===== src/rtl/wq_pkg.sv =====
package wq_pkg;
  typedef enum logic {
    PTR_MASK_ALL   = 1'b0,
    PTR_KEEP_UPPER = 1'b1
  } ptr_kind_e;

  function automatic int unsigned clog2_min1(input int unsigned v);
    return (v < 2) ? 1 : $clog2(v);
  endfunction
endpackage


===== src/rtl/wq_size_ctl.sv =====
module wq_size_ctl #(
  parameter int MAX_L2 = 19,
  parameter int L2_W   = 5,
  parameter int PTR_W  = 20
) (
  input  logic             clk_i,
  input  logic             rst_ni,
  input  logic             en_i,
  input  logic [L2_W-1:0]  l2_i,
  output logic [L2_W-1:0]  l2_o,
  output logic             clr_o,
  output logic [PTR_W-1:0] wrap_mask_o,
  output logic [PTR_W-1:0] idx_mask_o,
  output logic [PTR_W-1:0] wi_mask_o
);
  localparam logic [L2_W-1:0] MaxL2V = L2_W'(MAX_L2);

  logic [L2_W-1:0] l2_q, l2_clamp;

  assign l2_clamp = (l2_i > MaxL2V) ? MaxL2V : l2_i;
  // new size only accepted while disabled; a change wipes the positions
  assign clr_o    = !en_i && (l2_clamp != l2_q);

  always_ff @(posedge clk_i or negedge rst_ni) begin
    if (!rst_ni)    l2_q <= '0;
    else if (!en_i) l2_q <= l2_clamp;
  end

  assign l2_o        = l2_q;
  assign wrap_mask_o = PTR_W'(1) << l2_q;
  assign idx_mask_o  = wrap_mask_o - PTR_W'(1);
  assign wi_mask_o   = idx_mask_o | wrap_mask_o;
endmodule


===== src/rtl/wq_ptr.sv =====
module wq_ptr
  import wq_pkg::*;
#(
  parameter int        PTR_W = 20,
  parameter ptr_kind_e KIND  = PTR_MASK_ALL
) (
  input  logic             clk_i,
  input  logic             rst_ni,
  input  logic             clr_i,
  input  logic             wr_i,
  input  logic [PTR_W-1:0] wdata_i,
  input  logic             inc_i,
  input  logic [PTR_W-1:0] wi_mask_i,
  output logic [PTR_W-1:0] ptr_o
);
  logic [PTR_W-1:0] ptr_q, plus1, inc_val;

  assign plus1 = ptr_q + PTR_W'(1);

  generate
    if (KIND == PTR_KEEP_UPPER) begin : g_keep
      // only the wrap+index window moves; stored bits above it stay
      assign inc_val = (ptr_q & ~wi_mask_i) | (plus1 & wi_mask_i);
    end else begin : g_mask
      assign inc_val = plus1 & wi_mask_i;
    end
  endgenerate

  always_ff @(posedge clk_i or negedge rst_ni) begin
    if (!rst_ni)     ptr_q <= '0;
    else if (clr_i)  ptr_q <= '0;
    else if (wr_i)   ptr_q <= wdata_i;
    else if (inc_i)  ptr_q <= inc_val;
  end

  assign ptr_o = ptr_q;
endmodule


===== src/rtl/wq_addr_gen.sv =====
module wq_addr_gen #(
  parameter int ADDR_W    = 52,
  parameter int ESZ_W     = 8,
  parameter int PTR_W     = 20,
  parameter int ALIGN_LSB = 6
) (
  input  logic [ADDR_W-1:0] base_i,
  input  logic [ESZ_W-1:0]  esize_i,
  input  logic [PTR_W-1:0]  ptr_i,
  input  logic [PTR_W-1:0]  idx_mask_i,
  output logic [ADDR_W-1:0] addr_o
);
  localparam int PROD_W = ESZ_W + PTR_W;
  localparam logic [ADDR_W-1:0] BaseMask = ~((ADDR_W'(1) << ALIGN_LSB) - ADDR_W'(1));

  logic [PROD_W-1:0] offs;

  assign offs   = PROD_W'(esize_i) * PROD_W'(ptr_i & idx_mask_i);
  assign addr_o = (base_i & BaseMask) + ADDR_W'(offs);
endmodule


===== src/rtl/wrapq_tracker.sv =====
module wrapq_tracker
  import wq_pkg::*;
#(
  parameter int MAX_L2  = 19,
  parameter int ADDR_W  = 52,
  parameter int ESZ_W   = 8,
  parameter int REG_W   = 32,
  parameter int ERR_LSB = 24,
  parameter int ERR_W   = 7,
  localparam int PTR_W  = MAX_L2 + 1,
  localparam int L2_W   = clog2_min1(MAX_L2 + 1)
) (
  input  logic              clk_i,
  input  logic              rst_ni,
  input  logic              en_i,
  input  logic [L2_W-1:0]   log2size_i,
  input  logic [ADDR_W-1:0] base_i,
  input  logic [ESZ_W-1:0]  entry_size_i,
  input  logic              prod_inc_i,
  input  logic              prod_wr_i,
  input  logic [PTR_W-1:0]  prod_wdata_i,
  input  logic              cons_inc_i,
  input  logic              cons_wr_i,
  input  logic [PTR_W-1:0]  cons_wdata_i,
  input  logic [ERR_W-1:0]  cons_werr_i,
  input  logic              err_set_i,
  input  logic [ERR_W-1:0]  err_code_i,
  output logic [L2_W-1:0]   size_o,
  output logic [REG_W-1:0]  prod_o,
  output logic [REG_W-1:0]  cons_o,
  output logic              full_o,
  output logic              empty_o,
  output logic [ADDR_W-1:0] prod_addr_o,
  output logic [ADDR_W-1:0] cons_addr_o
);
  logic             clr;
  logic [PTR_W-1:0] wrap_m, idx_m, wi_m;
  logic [PTR_W-1:0] prod_p, cons_p, diff;
  logic [ERR_W-1:0] err_q;

  wq_size_ctl #(.MAX_L2(MAX_L2), .L2_W(L2_W), .PTR_W(PTR_W)) u_size (
    .clk_i, .rst_ni, .en_i,
    .l2_i(log2size_i), .l2_o(size_o), .clr_o(clr),
    .wrap_mask_o(wrap_m), .idx_mask_o(idx_m), .wi_mask_o(wi_m)
  );

  wq_ptr #(.PTR_W(PTR_W), .KIND(PTR_MASK_ALL)) u_prod (
    .clk_i, .rst_ni, .clr_i(clr), .wr_i(prod_wr_i), .wdata_i(prod_wdata_i),
    .inc_i(prod_inc_i), .wi_mask_i(wi_m), .ptr_o(prod_p)
  );

  wq_ptr #(.PTR_W(PTR_W), .KIND(PTR_KEEP_UPPER)) u_cons (
    .clk_i, .rst_ni, .clr_i(clr), .wr_i(cons_wr_i), .wdata_i(cons_wdata_i),
    .inc_i(cons_inc_i), .wi_mask_i(wi_m), .ptr_o(cons_p)
  );

  // error code sits beside the consumer position, untouched by steps
  always_ff @(posedge clk_i or negedge rst_ni) begin
    if (!rst_ni)        err_q <= '0;
    else if (cons_wr_i) err_q <= cons_werr_i;
    else if (err_set_i) err_q <= err_code_i;
  end

  assign diff    = (prod_p ^ cons_p) & wi_m;
  assign empty_o = (diff == '0);
  assign full_o  = (diff == wrap_m);

  always_comb begin
    prod_o = '0;
    prod_o[PTR_W-1:0] = prod_p;
    cons_o = '0;
    cons_o[PTR_W-1:0] = cons_p;
    cons_o[ERR_LSB +: ERR_W] = err_q;
  end

  wq_addr_gen #(.ADDR_W(ADDR_W), .ESZ_W(ESZ_W), .PTR_W(PTR_W)) u_paddr (
    .base_i, .esize_i(entry_size_i), .ptr_i(prod_p), .idx_mask_i(idx_m), .addr_o(prod_addr_o)
  );

  wq_addr_gen #(.ADDR_W(ADDR_W), .ESZ_W(ESZ_W), .PTR_W(PTR_W)) u_caddr (
    .base_i, .esize_i(entry_size_i), .ptr_i(cons_p), .idx_mask_i(idx_m), .addr_o(cons_addr_o)
  );
endmodule


===== config.mk =====
export PLATFORM = sky130hd
export DESIGN_NAME = wrapq_tracker
export DESIGN_NICKNAME = d
export VERILOG_FILES = /design/src/rtl/wq_pkg.sv /design/src/rtl/wq_size_ctl.sv /design/src/rtl/wq_ptr.sv /design/src/rtl/wq_addr_gen.sv /design/src/rtl/wrapq_tracker.sv
export SDC_FILE = /design/constraint.sdc
export NUM_CORES = 1
export LEC_CHECK = 0
export BUFFER_PORTS_ARGS = -buffer_cell sky130_fd_sc_hd__buf_2
export CORE_MARGIN = 1.5
export CORE_UTILIZATION = 44
export DETAILED_ROUTE_END_ITERATION = 8
export SETUP_SLACK_MARGIN = 0.5
export SYNTH_ARGS = -nofsm -noshare
export SYNTH_HDL_FRONTEND = slang
export SYNTH_SLANG_ARGS = --single-unit

===== constraint.sdc =====
create_clock -name clk_i -period 18.3 [get_ports clk_i]
set_input_delay 3.66 -clock clk_i [delete_from_list [all_inputs] [get_ports clk_i]]
set_output_delay 3.66 -clock clk_i [all_outputs]
set_load 0.05 [all_outputs]

==> impl_metrics.csv, run 1 <==
group,metric,value,unit
clocking,cts_made_buffers,5,
synth,synthMostInstantiatedCell,"and3_1",
cells_and_area,fin_nets,2924,
worst_setup_path,slowest_stage,"buf_2",
sta,finalClockSkew,0.00594,ns
clocking,clkTransAtPathRegs,0.07,ns
synth,ys_warn_count,0,
floorplan,row_count,73,
worst_setup_path,cpLargestDelayFamily,"adder cells",
sta,slew_violations,0,
worst_setup_path,crit_top_cell,"fa_1",
detailed_routing,wl,55300,um
floorplan,dieArea,0.0421,mm^2
cells_and_area,syn2layout_area_growth,9.06,%
synth,ys_types,81,
synth,seq_area_frac_synth,0.0723,
synth,synth_cells,2255,
worst_setup_path,cp-startpoint,"entry_size_i[4]",
detailed_routing,viasPerCell,5.78,
run_status,outcome,"complete, no violations",
global_routing,overflow,0,
hold_path,hold_path_class,"reg -> reg",
detailed_routing,drcViolationCount,0,
sta,worstMarginPinSlew,1.09,ns
global_routing,grt_usage,0.260,
clocking,insertion_delay,0.30,ns
synth,netlist_area,0.0180,mm^2
sta,setup_viol,0,
placement,place_ws,3.37,ns
placement,dp_cells,2927,
detailed_routing,vias,17000,
synth,postSynthAreaPerCell,7.98,um^2
sta,fin_crit_sh,0.819,
synth,async_reset_ff_frac,1.00,
floorplan,start_util,0.450,
placement,place_congestion,0.910,
global_routing,antenna_found_initial,0,
cells_and_area,fin_cells,2935,
synth,ys_ff_latch,52,
worst_setup_path,cp_data_arrival_time,11.33,ns
worst_setup_path,r2r-start,"u_size.l2_o[1]",
cells_and_area,antennaDiodeCount,0,
placement,hpwl,42600,um
sta,max_slew_margin,0.274,
global_routing,grt_pass1_vias,16600,
cells_and_area,drive_gt1_frac,0.135,
clocking,cts.path.max_buffers,2,
clocking,cts.sinks,52,
sta,achievable-frequency,66.7,MHz
sta,rsz0062_at_grt,"false",
worst_setup_path,rrSetupSlack,14.32,ns
cells_and_area,n_fill_cell,4019,
worst_setup_path,crit_fanout,40,
clocking,cts_hold_buf,0,
global_routing,grt_first_pass_wirelength,88200,um
clocking,postCtsSetupBuffers,0,
worst_setup_path,worst_setup_path_end_kind,"output pin",
placement,port_buffers,278,
cells_and_area,final_util,0.491,
clocking,cts_root_buffer,"clkbuf_16",
synth,synth_edf_count,0,
clocking,tritoncts,"done",
sta,fin_crit,14.99,ns
worst_setup_path,cp_slowest_stage_delay,0.63,ns
synth,synthTopCellsByCount,"277 x and3_1, 253 x inv_1, 218 x fa_1",
worst_setup_path,path_class,"in -> out",
clocking,h-tree-depth,2,
sta,setup_tns,0,ns
floorplan,fp.coreArea,0.0400,mm^2
detailed_routing,detail_route.iter0.violations,1215,
detailed_routing,antenna_left,0,
detailed_routing,dr.pass1.iters,5,
worst_setup_path,worstPathRequired,14.64,ns
worst_setup_path,timing.critical_path.buf_inv,5,
sta,hold_violations,0,
detailed_routing,wl_per_cell,18.8,um
synth,synth.top_cell.area_share,0.242,
floorplan,pin_count,302,
floorplan,fp.dieW,205,um
clocking,cts_resized,0,
hold_path,min-delay-start,"err_q[2]",
floorplan,die_h,205,um
power_and_ir_drop,powerDensity,87.2,mW/mm^2
worst_setup_path,worst_setup_path_start_kind,"primary input",
run,maxCapViolations,0,
power_and_ir_drop,leakage,10.8,nW
synth,netlist.top_cell.by_area,"fa_1",
synth,netlist_top_cells_area,"fa_1 24%, ha_1 12%, and3_1 9.6%",
power_and_ir_drop,worst_ir_drop_vdd,0.000161,V
global_routing,grt_max_degree,53,
synth,ys.flop_type,"dfrtp_1",
sta,setup_slack,3.31,ns
## path summary, 6_finish.rpt
kind / end / depth (start not counted)
worst min register to register: err_q[2] / 2
worst min-delay path: err_q[2] / 2
worst max register to register: u_cons.ptr_o[16] / 12
max in group asynchronous: u_cons.ptr_o[19] / 2
min in group asynchronous: u_prod.ptr_o[0] / 2
worst max-delay path: prod_addr_o[42] / 27
## state kept, by name, indices dropped and copies added, names as in the netlist
register      cells
u_cons.ptr_o     20
err_q             7
u_size.l2_o       5
u_prod.ptr_o     20
## per-stage QoR
| step | power, mW | hold slack (ns) | instance area [um^2] |
|---|---|---|---|
| floorplan | 1.28 | 0.843 | 18100 |
| global placement | 1.60 | 0.554 | 19500 |
| detailed placement | 1.62 | 0.561 | 19500 |
| CTS | 1.73 | 0.575 | 19600 |
| global route | 1.85 | 0.608 | 19600 |
| finish | 1.71 | 0.565 | 19600 |
## cells in the final DEF (no fill, tap or decap), drive strengths merged, types with 35 or more instances in the layout
cell | Yosys | routed
buf | 29 | 281
xor2 | 71 | 71
nor2 | 184 | 184
a21oi | 120 | 120
xnor2 | 100 | 100
dfrtp | 52 | 52
inv | 253 | 253
nand3 | 78 | 78
ha | 170 | 170
and3 | 278 | 278
a21o | 35 | 35
fa | 218 | 218
o21ai | 85 | 85
nand2 | 130 | 130
## cell type report
cell class / instances / area [um^2] / share of cell area
clock inverter: 2 / 16.3 / 0.000829
inverter: 253 / 950 / 0.0484
clock buffer: 6 / 129 / 0.00657
tap: 525 / 657 / 0.0335
timing repair buffer: 281 / 1410 / 0.0720
sequential: 52 / 1300 / 0.0663
multi-input combinational: 1816 / 15200 / 0.772
## report_power, final
part           switching [mW]  leakage [nW]  internal, mW
Combinational            1.01          10.1         0.441
Clock                  0.0478        0.0671        0.0512
Sequential             0.0372         0.673         0.123
## worst min-delay path, stage by stage (launching register included)
cell and delay [ns]:
dfrtp_1 0.35, mux2i_1 0.06, o21ai_0 0.12
## per-layer routing
metal | global-route usage | up-vias | wire (um)
li1 | - | 7927 | -
met4 | 0.0618 | 0 | 1420
met2 | 0.444 | 590 | 26800
met1 | 0.353 | 8383 | 23900
met3 | 0.0269 | 75 | 3180
met5 | 0 | - | 0
## kinds of logic (layout without fill, tap and decap cells)
kind of cell	count (synthesis)	in the layout	share of synthesized area
adder cells (fa/ha/maj)	388	388	0.361
AND/OR/NAND/NOR	840	840	0.244
AO/OA/AOI/OAI	382	382	0.140
flip-flops	52	52	0.0723
other	1	17	0.000208
XOR/XNOR	171	171	0.0832
multiplexers	18	18	0.0102
buffers and inverters	403	542	0.0888
Note: power is estimated with default switching activity, not from simulation.
==> run 2: changes to the inputs <==
- clock period: 18.3 -> 14.1 ns (I/O delays scaled with it)
==> impl_metrics.csv, run 2 (same netlist as run 1, synthesis figures left out) <==
group,metric,value,unit
cells_and_area,antennaDiodeCount,0,
sta,slew_violations,0,
global_routing,use_met2,0.438,
sta,max_slew_margin,0.352,
floorplan,row_count,73,
cells_and_area,n_fill_cell,4035,
power_and_ir_drop,powerDensity,114,mW/mm^2
floorplan,die_h,205,um
global_routing,grt_usage,0.261,
global_routing,grt_pass1_vias,16600,
cells_and_area,syn2layout_area_growth,9.53,%
global_routing,grt_max_degree,53,
detailed_routing,antenna_left,0,
clocking,cts.path.max_buffers,2,
placement,port_buffers,278,
clocking,cts_root_buffer,"clkbuf_16",
cells_and_area,final_cell_mix,"277 x and3_1, 277 x buf_2, 253 x inv_1",
worst_setup_path,cp_data_arrival_time,10.22,ns
clocking,postCtsSetupBuffers,0,
hold_path,min-delay-start,"err_q[3]",
placement,place_area,0.0195,mm^2
worst_setup_path,r2r-start,"u_size.l2_o[1]",
clocking,cts_made_buffers,5,
sta,fin_crit,13.04,ns
clocking,insertion_delay,0.30,ns
global_routing,grt_first_pass_wirelength,88000,um
floorplan,start_util,0.450,
floorplan,fp.dieW,205,um
detailed_routing,drcViolationCount,0,
run_status,outcome,"complete, no violations",
clocking,clkTransAtPathRegs,0.07,ns
global_routing,use_met3,0.0303,
placement,dp_cells,2933,
worst_setup_path,rrSetupSlack,10.59,ns
power_and_ir_drop,worst_ir_drop_vdd,0.000195,V
cells_and_area,fin_nets,2930,
sta,setup_viol,0,
floorplan,dieArea,0.0421,mm^2
floorplan,pin_count,302,
cells_and_area,stdcell_area,0.0197,mm^2
global_routing,busiest_layer,"met2",
sta,achievable-frequency,76.7,MHz
detailed_routing,wl,55200,um
clocking,tritoncts,"done",
power_and_ir_drop,leakage,10.8,nW
sta,rsz0062_at_grt,"false",
worst_setup_path,worstPathRequired,11.28,ns
detailed_routing,dr.pass1.iters,5,
worst_setup_path,r2r-end,"u_cons.ptr_o[16]",
sta,fin_crit_sh,0.925,
worst_setup_path,r2r_cells,12,
global_routing,overflow,0,
sta,finalClockSkew,0.0111,ns
detailed_routing,viasPerCell,5.76,
sta,hold_violations,0,
run,maxCapViolations,0,
floorplan,fp.coreArea,0.0400,mm^2
detailed_routing,wl_per_cell,18.8,um
clocking,h-tree-depth,2,
sta,worstMarginPinSlew,0.971,ns
worst_setup_path,worst_setup_path_start_kind,"primary input",
detailed_routing,vias,16900,
global_routing,antenna_found_initial,0,
sta,setup_tns,0,ns
hold_path,whs_path_depth,2,
placement,place_congestion,0.917,
worst_setup_path,crit_fanout,25,
placement,hpwl,43000,um
cells_and_area,drive_gt1_frac,0.138,
hold_path,hold_path_class,"reg -> reg",
cells_and_area,fin_cells,2941,
global_routing,use_met1,0.355,
detailed_routing,detail_route.iter0.violations,1155,
clocking,cts.sinks,52,
hold_path,worstHoldEndpoint,"err_q[3]",
worst_setup_path,path_class,"in -> out",
worst_setup_path,worst_setup_path_end_kind,"output pin",
[run 2: layout make-up]
type	count	area (um^2)	share of cell area
clock inverters	1	30.0	0.00152
inverters	253	950	0.0482
clock buffers	7	153	0.00774
well taps	525	657	0.0333
flip-flops and latches	52	1300	0.0660
repair buffers	287	1460	0.0741
multi-input cells	1816	15200	0.769
[run 2: worst max path at each step]
stage                    startpoint              end  slack [ns]  depth (start not counted)
finish              entry_size_i[4]  cons_addr_o[31]        1.06                         26
floorplan           entry_size_i[7]  prod_addr_o[44]        2.00                         27
detailed placement  entry_size_i[6]  prod_addr_o[42]        0.90                         26
global route        entry_size_i[7]  prod_addr_o[42]        0.52                         26
CTS                 entry_size_i[6]  prod_addr_o[42]        0.89                         26
global placement    entry_size_i[6]  prod_addr_o[32]        0.93                         26
[run 2: per-layer routing]
| layer | up-vias | wire, um |
|---|---|---|
| li1 | 7927 | - |
| met1 | 8355 | 23700 |
| met2 | 587 | 26700 |
| met3 | 74 | 3380 |
| met4 | 0 | 1390 |
| met5 | - | 0 |
[run 2: metrics by stage]
step	setup slack, ns	utilization	hold slack, ns	total power [mW]
global placement	0.931	0.488	0.553	2.08
global route	0.523	0.493	0.633	2.42
finish	1.06	0.493	0.578	2.25
CTS	0.891	0.493	0.587	2.26
detailed placement	0.903	0.488	0.567	2.10
floorplan	2.00	-	0.843	1.66
[run 2: critical path, cell delays in order]
cell and delay, ns:
buf_2 0.33, buf_4 0.37, nand3_1 0.14, fa_1 0.49
fa_1 0.55, inv_1 0.05, fa_1 0.49, fa_1 0.41
ha_1 0.34, and2_1 0.21, a22o_1 0.21, a211oi_2 0.37
nor2_1 0.07, a21o_1 0.18, a21o_1 0.23, xor2_1 0.16
ha_1 0.36, and3_1 0.21, a221oi_1 0.30, o31ai_1 0.19
a211oi_1 0.54, o211ai_2 0.23, nand3_1 0.32, a21oi_1 0.13
xor2_1 0.21, buf_2 0.30
[run 2: power breakdown]
part	internal, mW	switching, mW	total, mW
Sequential	0.159	0.0488	0.208
Clock	0.0938	0.0609	0.155
Combinational	0.572	1.31	1.89
Total	0.826	1.42	2.25
[run 2: repair_timing]
action,in CTS,in global routing
gates resized for setup,0,1
endpoints found under the setup margin,0,10
hold buffers,0,0
